$ cat src/rtl/rvar_pkg.sv
package rvar_pkg;

    localparam int NPH   = 3;
    localparam int PH_A  = 0;
    localparam int PH_B  = 1;
    localparam int PH_C  = 2;
    localparam int ACC_W = 40;
    localparam int DIV_W = 8;

    typedef enum logic [1:0] {
        MODE_OWN     = 2'b00,
        MODE_DIFF_AC = 2'b01,
        MODE_DIFF_A  = 2'b10,
        MODE_NONE    = 2'b11
    } term_mode_e;

    // Phase contributes nothing in this mode
    function automatic logic term_zero(term_mode_e m, int ph);
        case (m)
            MODE_OWN:     term_zero = 1'b0;
            MODE_DIFF_AC: term_zero = (ph == PH_B);
            MODE_DIFF_A:  term_zero = (ph == PH_B);
            default:      term_zero = 1'b1;
        endcase
    endfunction

    // Phase uses its own current minus phase B current
    function automatic logic term_diff(term_mode_e m, int ph);
        case (m)
            MODE_DIFF_AC: term_diff = (ph == PH_A) || (ph == PH_C);
            MODE_DIFF_A:  term_diff = (ph == PH_A);
            default:      term_diff = 1'b0;
        endcase
    endfunction

endpackage

$ cat src/rtl/rvar_tick.sv
module rvar_tick #(
    parameter int TICK_DIV = 4
) (
    input  logic clk,
    input  logic rst,
    output logic tick
);
    localparam int CW = (TICK_DIV > 1) ? $clog2(TICK_DIV) : 1;
    localparam logic [CW-1:0] LAST = CW'(TICK_DIV - 1);

    logic [CW-1:0] cnt_q;

    always_ff @(posedge clk) begin
        if (rst)
            cnt_q <= '0;
        else if (cnt_q == LAST)
            cnt_q <= '0;
        else
            cnt_q <= cnt_q + CW'(1);
    end

    assign tick = (cnt_q == LAST);
endmodule

$ cat src/rtl/rvar_phase_acc.sv
module rvar_phase_acc import rvar_pkg::*; #(
    parameter int SAMPLE_W = 12,
    parameter int FRAC_W   = 24,
    parameter int ENERGY_W = 16
) (
    input  logic                       clk,
    input  logic                       rst,
    input  logic                       tick,
    input  logic signed [SAMPLE_W-1:0] volt,
    input  logic signed [SAMPLE_W:0]   curr,
    input  logic [DIV_W-1:0]           div_val,
    input  logic                       clr,
    output logic [ENERGY_W-1:0]        energy,
    output logic                       half_flip
);
    localparam int PW   = 2 * SAMPLE_W + 1;
    localparam int HALF = ENERGY_W - 2;
    localparam logic signed [DIV_W:0] ONE = 1;

    logic signed [PW-1:0]    prod;
    logic signed [ACC_W-1:0] acc_q, acc_nx;
    logic                    unit_evt;
    logic signed [DIV_W:0]   dcnt_q, dcnt_nx, dcnt_up, dcnt_dn, div_eff;
    logic                    step_up, step_dn;
    logic [ENERGY_W-1:0]     eng_q, eng_base, eng_nx;

    assign prod     = volt * curr;
    assign acc_nx   = acc_q + {{(ACC_W-PW){prod[PW-1]}}, prod};
    assign unit_evt = tick && (acc_nx[ACC_W-1:FRAC_W] != acc_q[ACC_W-1:FRAC_W]);
    assign dcnt_up  = dcnt_q + ONE;
    assign dcnt_dn  = dcnt_q - ONE;

    always_comb begin
        div_eff = (div_val == '0) ? ONE : {1'b0, div_val};
        dcnt_nx = dcnt_q;
        step_up = 1'b0;
        step_dn = 1'b0;
        if (unit_evt) begin
            if (!prod[PW-1]) begin
                if (dcnt_up >= div_eff) begin
                    dcnt_nx = '0;
                    step_up = 1'b1;
                end else begin
                    dcnt_nx = dcnt_up;
                end
            end else begin
                if (dcnt_dn <= -div_eff) begin
                    dcnt_nx = '0;
                    step_dn = 1'b1;
                end else begin
                    dcnt_nx = dcnt_dn;
                end
            end
        end
    end

    always_comb begin
        eng_base = clr ? '0 : eng_q;
        if (step_up)
            eng_nx = eng_base + ENERGY_W'(1);
        else if (step_dn)
            eng_nx = eng_base - ENERGY_W'(1);
        else
            eng_nx = eng_base;
    end

    always_ff @(posedge clk) begin
        if (rst) begin
            acc_q  <= '0;
            dcnt_q <= '0;
            eng_q  <= '0;
        end else begin
            if (tick)
                acc_q <= acc_nx;
            dcnt_q <= dcnt_nx;
            eng_q  <= eng_nx;
        end
    end

    assign energy    = eng_q;
    assign half_flip = eng_nx[HALF] ^ eng_q[HALF];
endmodule

$ cat src/rtl/rvar_irq.sv
module rvar_irq import rvar_pkg::*; (
    input  logic           clk,
    input  logic           rst,
    input  logic [NPH-1:0] flips,
    input  logic           irq_en,
    input  logic           irq_clr,
    output logic           irq
);
    logic flag_q;

    always_ff @(posedge clk) begin
        if (rst)
            flag_q <= 1'b0;
        else if (irq_en && (|flips))
            flag_q <= 1'b1;
        else if (irq_clr)
            flag_q <= 1'b0;
    end

    assign irq = flag_q;
endmodule

$ cat src/rtl/rvar_energy_acc.sv
module rvar_energy_acc import rvar_pkg::*; #(
    parameter int SAMPLE_W = 12,
    parameter int FRAC_W   = 24,
    parameter int ENERGY_W = 16,
    parameter int TICK_DIV = 4
) (
    input  logic                clk,
    input  logic                rst,
    input  logic [1:0]          mode,
    input  logic [DIV_W-1:0]    div_val,
    input  logic                irq_en,
    input  logic                rd_clr_en,
    input  logic [SAMPLE_W-1:0] va,
    input  logic [SAMPLE_W-1:0] vb,
    input  logic [SAMPLE_W-1:0] vc,
    input  logic [SAMPLE_W-1:0] ia,
    input  logic [SAMPLE_W-1:0] ib,
    input  logic [SAMPLE_W-1:0] ic,
    input  logic                rd_en,
    input  logic [1:0]          rd_sel,
    input  logic                irq_clr,
    output logic [ENERGY_W-1:0] rd_data,
    output logic                irq
);
    localparam int CUR_W = SAMPLE_W + 1;

    logic                tick;
    logic [SAMPLE_W-1:0] v_arr [NPH];
    logic [SAMPLE_W-1:0] i_arr [NPH];
    logic [ENERGY_W-1:0] eng   [NPH];
    logic [NPH-1:0]      flips;
    term_mode_e          mode_e;

    assign mode_e = term_mode_e'(mode);
    assign v_arr[PH_A] = va;
    assign v_arr[PH_B] = vb;
    assign v_arr[PH_C] = vc;
    assign i_arr[PH_A] = ia;
    assign i_arr[PH_B] = ib;
    assign i_arr[PH_C] = ic;

    rvar_tick #(.TICK_DIV(TICK_DIV)) u_tick (
        .clk  (clk),
        .rst  (rst),
        .tick (tick)
    );

    for (genvar ph = 0; ph < NPH; ph++) begin : g_ph
        logic signed [CUR_W-1:0] own_i, ref_i, cur;
        logic                    clr;

        assign own_i = $signed({i_arr[ph][SAMPLE_W-1], i_arr[ph]});
        assign ref_i = $signed({ib[SAMPLE_W-1], ib});
        assign clr   = rd_en && rd_clr_en && (rd_sel == 2'(ph));

        always_comb begin
            if (term_zero(mode_e, ph))
                cur = '0;
            else if (term_diff(mode_e, ph))
                cur = own_i - ref_i;
            else
                cur = own_i;
        end

        rvar_phase_acc #(
            .SAMPLE_W (SAMPLE_W),
            .FRAC_W   (FRAC_W),
            .ENERGY_W (ENERGY_W)
        ) u_acc (
            .clk       (clk),
            .rst       (rst),
            .tick      (tick),
            .volt      ($signed(v_arr[ph])),
            .curr      (cur),
            .div_val   (div_val),
            .clr       (clr),
            .energy    (eng[ph]),
            .half_flip (flips[ph])
        );
    end

    rvar_irq u_irq (
        .clk     (clk),
        .rst     (rst),
        .flips   (flips),
        .irq_en  (irq_en),
        .irq_clr (irq_clr),
        .irq     (irq)
    );

    always_comb begin
        case (rd_sel)
            2'd0:    rd_data = eng[PH_A];
            2'd1:    rd_data = eng[PH_B];
            2'd2:    rd_data = eng[PH_C];
            default: rd_data = '0;
        endcase
    end
endmodule

$ cat config.mk
export PLATFORM = sky130hd
export DESIGN_NAME = rvar_energy_acc
export DESIGN_NICKNAME = d
export VERILOG_FILES = /design/src/rtl/rvar_pkg.sv /design/src/rtl/rvar_tick.sv /design/src/rtl/rvar_phase_acc.sv /design/src/rtl/rvar_irq.sv /design/src/rtl/rvar_energy_acc.sv
export SDC_FILE = /design/constraint.sdc
export NUM_CORES = 2
export LEC_CHECK = 0
export CORE_MARGIN = 5
export CORE_UTILIZATION = 30
export CTS_BUF_LIST = sky130_fd_sc_hd__clkbuf_4 sky130_fd_sc_hd__clkbuf_8
export DETAILED_ROUTE_END_ITERATION = 8
export PLACE_DENSITY_LB_ADDON = 0.2
export SLEW_MARGIN = 20
export SYNTH_ARGS = -nofsm -noshare
export SYNTH_HDL_FRONTEND = slang
export SYNTH_SLANG_ARGS = --single-unit
$ cat constraint.sdc
create_clock -name clk -period 37 [get_ports clk]
set_input_delay 3.7 -clock clk [delete_from_list [all_inputs] [get_ports clk]]
set_output_delay 3.7 -clock clk [all_outputs]
set_load 0.02 [all_outputs]
* Word-level counts from Yosys, hierarchy flattened
Cells that the tools add are included.
Widths: inputs -> output; s select.
** Cells by class
- $add $sub $neg :: 20
- Multiply operators :: 3
- Order comparisons :: 6
- Eq/ne operators :: 8
- Multiplexer cells :: 51
- Bitwise logic cells :: 3
- Reductions and logical operators :: 16
** Operators by type and width (count)
- $mux 16 :: 9
- $add 40x40->40 :: 3
- $mux 9 :: 9
- $mux 13 :: 6
- $mul 12x13->25 :: 3
- $add 16x1->16 const B :: 3
- $ne 16x16->1 :: 3
- $pmux 16 s3 :: 1
- $sub 16x1->16 const B :: 3
- $sub 12x12->13 :: 3
- $add 9x2->9 const B :: 3
- $ge 9x9->1 :: 3
- $le 9x9->1 :: 3
- $sub 9x2->9 const B :: 3
- $mux 1 :: 25
- $neg 9->9 :: 1
- $logic_and 1x1->1 :: 8
- $logic_not 8->1 :: 1
- $mux 8 :: 1
- $eq 2x2->1 const B :: 3
- $reduce_or 3->1 :: 2
- $eq 2x1->1 const B :: 2
- $logic_not 2->1 :: 2
- $reduce_or 2->1 :: 2
- 3 further kinds :: 5
** Storage, ports and cells
- Register bits :: 198
- Input bits :: 90
- Output and inout port bits :: 17
- Word-level logic and storage cells :: 118

* Longest topological paths before layout
- Word-level depth :: 17
- Mapped depth :: 57

* By module
From an unflattened synthesis, not the netlist that was laid out.
** Unflattened totals
- Cell total of the unflattened synthesis :: 4938
- Area, all modules :: 39788.2 µm²
** By module, submodules not included
- rvar_phase_acc at g_ph[2].u_acc :: times used 1, cells each 1563, area an instance 12719.7 µm²
- rvar_phase_acc at g_ph[1].u_acc :: times used 1, cells each 1543, area an instance 12559.5 µm²
- rvar_phase_acc at g_ph[0].u_acc :: times used 1, cells each 1549, area an instance 12509.5 µm²
- rvar_energy_acc :: times used 1, cells each 274, area an instance 1885.6 µm²
- rvar_tick :: times used 1, cells each 5, area an instance 75.1 µm²
- rvar_irq :: times used 1, cells each 4, area an instance 38.8 µm²

* Worst setup path before layout
OpenSTA, ideal clock, no wires.
- Path kind :: input-to-reg
- From :: input ia[0]
- To :: register g_ph[0].u_acc.eng_q[13]
- Arrival :: 15.178 ns
- Data required time :: 36.909 ns
- Setup slack :: 21.731 ns
- Stages on the path :: 55
- Buffers on the path :: 3
- Cell sequence :: inv_1 > ha_1 > inv_1 > fa_1 > a21o_1 > a21oi_1 > o21ai_0 > a21oi_1 > o21ai_0 > a21oi_1 > nor2b_1 > o21a_1 > o21ai_0 > nor4bb_1 > o21ai_0 > a21oi_1 > clkbuf_1 > and2_1 > (+19 left out) > inv_2 > buf_1 > ha_1 > a21oi_1 > o21ai_1 > a2111oi_0 > nor2_1 > a31oi_2 > o21ai_1 > and3_1 > or4_1 > or4_1 > or4_4 > nand2_2 > buf_6 > nor2_2 > a211o_1 > a311oi_1
** On the way
- Cells in the longest elaborated chain, start to end :: 10
- Elaborated cells on any way between the ends :: 13
- Those cells by class :: 2 x add/sub; 1 x mul; 1 x eq/ne; 8 x mux; 1 x reduce/logical
** Ends and longest elaborated chain
- from (decl) :: RTL line rvar_energy_acc.sv:16 : input logic [SAMPLE_W-1:0] ia,
- $sub 12x12->13 :: RTL line rvar_energy_acc.sv:60 : cur = own_i - ref_i;
- $mux 13 * :: RTL line rvar_energy_acc.sv:59 : else if (term_diff(mode_e, ph))
- $mux 13 * :: RTL line rvar_energy_acc.sv:57 : if (term_zero(mode_e, ph))
- $mul 12x13->25 * :: RTL line rvar_phase_acc.sv:27 : assign prod = volt * curr;
- $add 40x40->40 :: RTL line rvar_phase_acc.sv:28 : assign acc_nx = acc_q + {{(ACC_W-PW){prod[PW-1]}}, prod};
- $ne 16x16->1 :: RTL line rvar_phase_acc.sv:29 : assign unit_evt = tick && (acc_nx[ACC_W-1:FRAC_W] != acc_q[ACC_W-1:FRAC_W]);
- $logic_and 1x1->1 :: RTL line rvar_phase_acc.sv:29
- $mux 1 :: RTL line rvar_phase_acc.sv:38 : if (unit_evt) begin
- $mux 16 :: RTL line rvar_phase_acc.sv:61 : else if (step_dn)
- $mux 16 * :: RTL line rvar_phase_acc.sv:59 : if (step_up)
- to (signal assigned) :: RTL line rvar_phase_acc.sv:76 : eng_q <= eng_nx;
- to (decl) :: RTL line rvar_phase_acc.sv:25 : logic [ENERGY_W-1:0] eng_q, eng_base, eng_nx;
Mark *: on every way between the ends. The rest lies on a longest branch, timed or not.
A chain may end at the register's enable or synchronous reset.

* Worst setup path after layout
- From :: input ib[0]
- To :: register g_ph[0].u_acc.eng_q[13]
** On the way
- Cells in the longest elaborated chain, start to end :: 10
- Elaborated cells on any way between the ends :: 13
- Those cells by class :: 2 x add/sub; 1 x mul; 1 x eq/ne; 8 x mux; 1 x reduce/logical
** Ends and longest elaborated chain
- from (decl) :: RTL line rvar_energy_acc.sv:17 : input logic [SAMPLE_W-1:0] ib,
- $sub 12x12->13 * :: RTL line rvar_energy_acc.sv:60
- $mux 13 * :: RTL line rvar_energy_acc.sv:59
- $mux 13 * :: RTL line rvar_energy_acc.sv:57
- $mul 12x13->25 * :: RTL line rvar_phase_acc.sv:27
- $add 40x40->40 :: RTL line rvar_phase_acc.sv:28
- $ne 16x16->1 :: RTL line rvar_phase_acc.sv:29
- $logic_and 1x1->1 :: RTL line rvar_phase_acc.sv:29
- $mux 1 :: RTL line rvar_phase_acc.sv:38
- $mux 16 :: RTL line rvar_phase_acc.sv:61
- $mux 16 * :: RTL line rvar_phase_acc.sv:59
Marks and branches as above.

==> impl_metrics.ini <==
[status]
outcome = finished, final reports clean

[clock_tree]
htree_num_levels = 4
cts.sink_count = 195
post_cts_resize_count = 0
numCtsBuffers = 17
clk_path_buf_depth = 2
cts_hold_buf = 0
cts_setup_buffers = 0
path_clk_slew_ns = 0.14
clock_latency_ns = 0.60
cts_tree = yes
cts_root_buf = clkbuf_8

[global_routing]
grt_max_degree = 76
grt_pass1_wl_microns = 167000
grt_usage = 0.151
grt_overflow = 0
grt_pass1_vias = 31300
antenna_found_initial = 2

[critical_path]
slowest_delay_ns = 0.92
slowest_stage = clkdlybuf4s50_1
path_class = primary input to flop
cp_max_fo = 33
r2r_slack_ns = 31.28
required_ns = 37.51
crit_path_end_kind = flop
cp_common_cell = inv_1
start_kind = primary input
cp.arrival_ns = 17.72

[hold_path]
hp-class = flop to flop

[cells_and_area]
fill_cells = 13500
drive_gt1_frac = 0.0241
regArea_sq_um = 3900
nets = 5577
multi_input_area_sq_um = 30700
area_delta_synth_final_pct = 7.76
design_area_sq_um = 40900

[yosys]
yosysSeqAreaShare = 0.103
synth_top_area_cell = fa_1
synth.area.top_cells = fa_1, ha_1, dfxtp_1
syn_area_per_cell_sq_um = 7.98
synth_edf_count = 0
ys_types = 94
synth_cells = 4754
async_flop_share = 0
yosysMostFrequentCell = inv_1
synth_compound_area_frac = 0.148
ys_seq_elements = 195
synth_top_family_by_area = adder cells
synth_area_sq_um = 37900
synthXorXnorAreaFrac = 0.0739
syn_nets = 5651
yosys.area_share.adder = 0.353
synth_common_cells = inv_1, nand2_1, fa_1, nor2_1, ha_1
yosys.area_share.simple = 0.198
synth_flop_cell = dfxtp_1
yosysTopAreaCellShare = 0.233
synth.area.mux_share = 0.0360
ys_warn_count = 0

[timing]
finalSetupViolCount = 0
fin_tns_setup_ns = 0
rsz0062_at_grt = false
worstMarginPinSlew_ns = 1.06
slew_violations = 0
min_period_over_period = 0.465
period_needed_ns = 17.21
finalHoldViolations = 0
skew_ns = 0.0337
max_slew_margin = 0.289
fmaxAchievable_mhz = 58.1

[place]
dpl_cell_area_sq_um = 40400
gp_congestion = 0.835
io_buffers = 106
dpl.hpwl_microns = 81800

[floorplan]
die_w_microns = 366
ios = 107
num_rows = 130
dieArea_sq_um = 134000
die_y_microns = 366
start_util = 0.302
coreArea_sq_um = 126000

[route]
via_count = 31500
avgRoutedWirePerCell_microns = 15.9
drc = 0
first_pass_iters = 5
avgViaCountPerCell = 4.96
ant_nets = 0
wl_microns = 101000
drt_iter0_drc = 1758

[job]
maxCapViolCount = 0
layer usage:
metal / vias up / GRT usage / wire length [microns]
li1: 15700 / - / -
met1: 15300 / 0.215 / 49500
met2: 420 / 0.255 / 47600
met3: 63 / 0.0139 / 2640
met4: 0 / 0.0242 / 1120
met5: - / 0 / 0
cells in the final DEF (no fill, tap or decap), drive strengths merged, types with 15 or more instances in the layout:
cell / count
clkdlybuf4s50: 104
nor2: 409
nor2b: 31
mux2i: 132
nand4: 46
o211ai: 34
o21bai: 32
a31oi: 19
a211oi: 57
nand3: 109
xnor2: 185
fa: 441
and2: 158
nor4: 21
a21boi: 15
dfxtp: 195
o21ai: 166
or3: 27
clkbuf: 17
inv: 667
a21oi: 257
buf: 31
nand2b: 51
and3: 84
ha: 366
o21a: 42
or2: 15
xor2: 104
a21o: 79
nor3: 89
nand2: 471
state kept, by name, summed over array words and instances, names as in the netlist:
signal / cells
u_irq.irq: 1
g_ph.u_acc.acc_q: 117
u_tick.cnt_q: 2
g_ph.u_acc.dcnt_q: 27
g_ph.u_acc.energy: 48
kinds of logic after synthesis:
group / Yosys count
compound gates: 859
xor+xnor: 301
fa+ha+maj: 807
buf+inv: 888
flops: 195
mux: 136
simple gates: 1568
layout make-up:
type                    count  area share
well taps                1650      0.0505
clock inverters            15     0.00511
inverters                 660      0.0606
flip-flops and latches    195      0.0955
diodes                      1   0.0000612
repair buffers            135      0.0312
multi-input cells        3671       0.751
clock buffers              17     0.00572
worst paths after layout:
kind                                from                       end  cells past startpoint
setup / recovery                   ib[0]  g_ph[0].u_acc.energy[13]                     53
hold / removal    g_ph[2].u_acc.acc_q[7]    g_ph[2].u_acc.acc_q[7]                      2
setup reg to reg  g_ph[0].u_acc.acc_q[0]  g_ph[0].u_acc.energy[13]                     16
hold reg to reg   g_ph[2].u_acc.acc_q[7]    g_ph[2].u_acc.acc_q[7]                      2
worst max-delay path, delay by kind of cell:
kind / cells / cell delay (ns)
AOI/OAI and AO/OA: 20 / 4.51
adders and majority gates: 9 / 3.72
and+or+nand+nor: 13 / 3.67
buffers and inverters: 10 / 1.99
xor gates and xnor gates: 1 / 0.10
per-stage QoR:
step | hold slack (ns) | utilization | cells | setup WS [ns]
6_report | 0.497 | 0.326 | 6344 | 19.79
3_5_place_dp | 0.481 | 0.322 | 6311 | 18.73
4_1_cts | 0.499 | 0.326 | 6343 | 19.41
5_1_grt | 0.522 | 0.326 | 6344 | 18.76
2_1_floorplan | 0.404 | - | 4754 | 21.73
3_3_place_gp | 0.479 | 0.322 | 6311 | 18.92
Power is not shown: default switching activity piles up to over one toggle a cycle in this logic, so the estimate is an artifact.
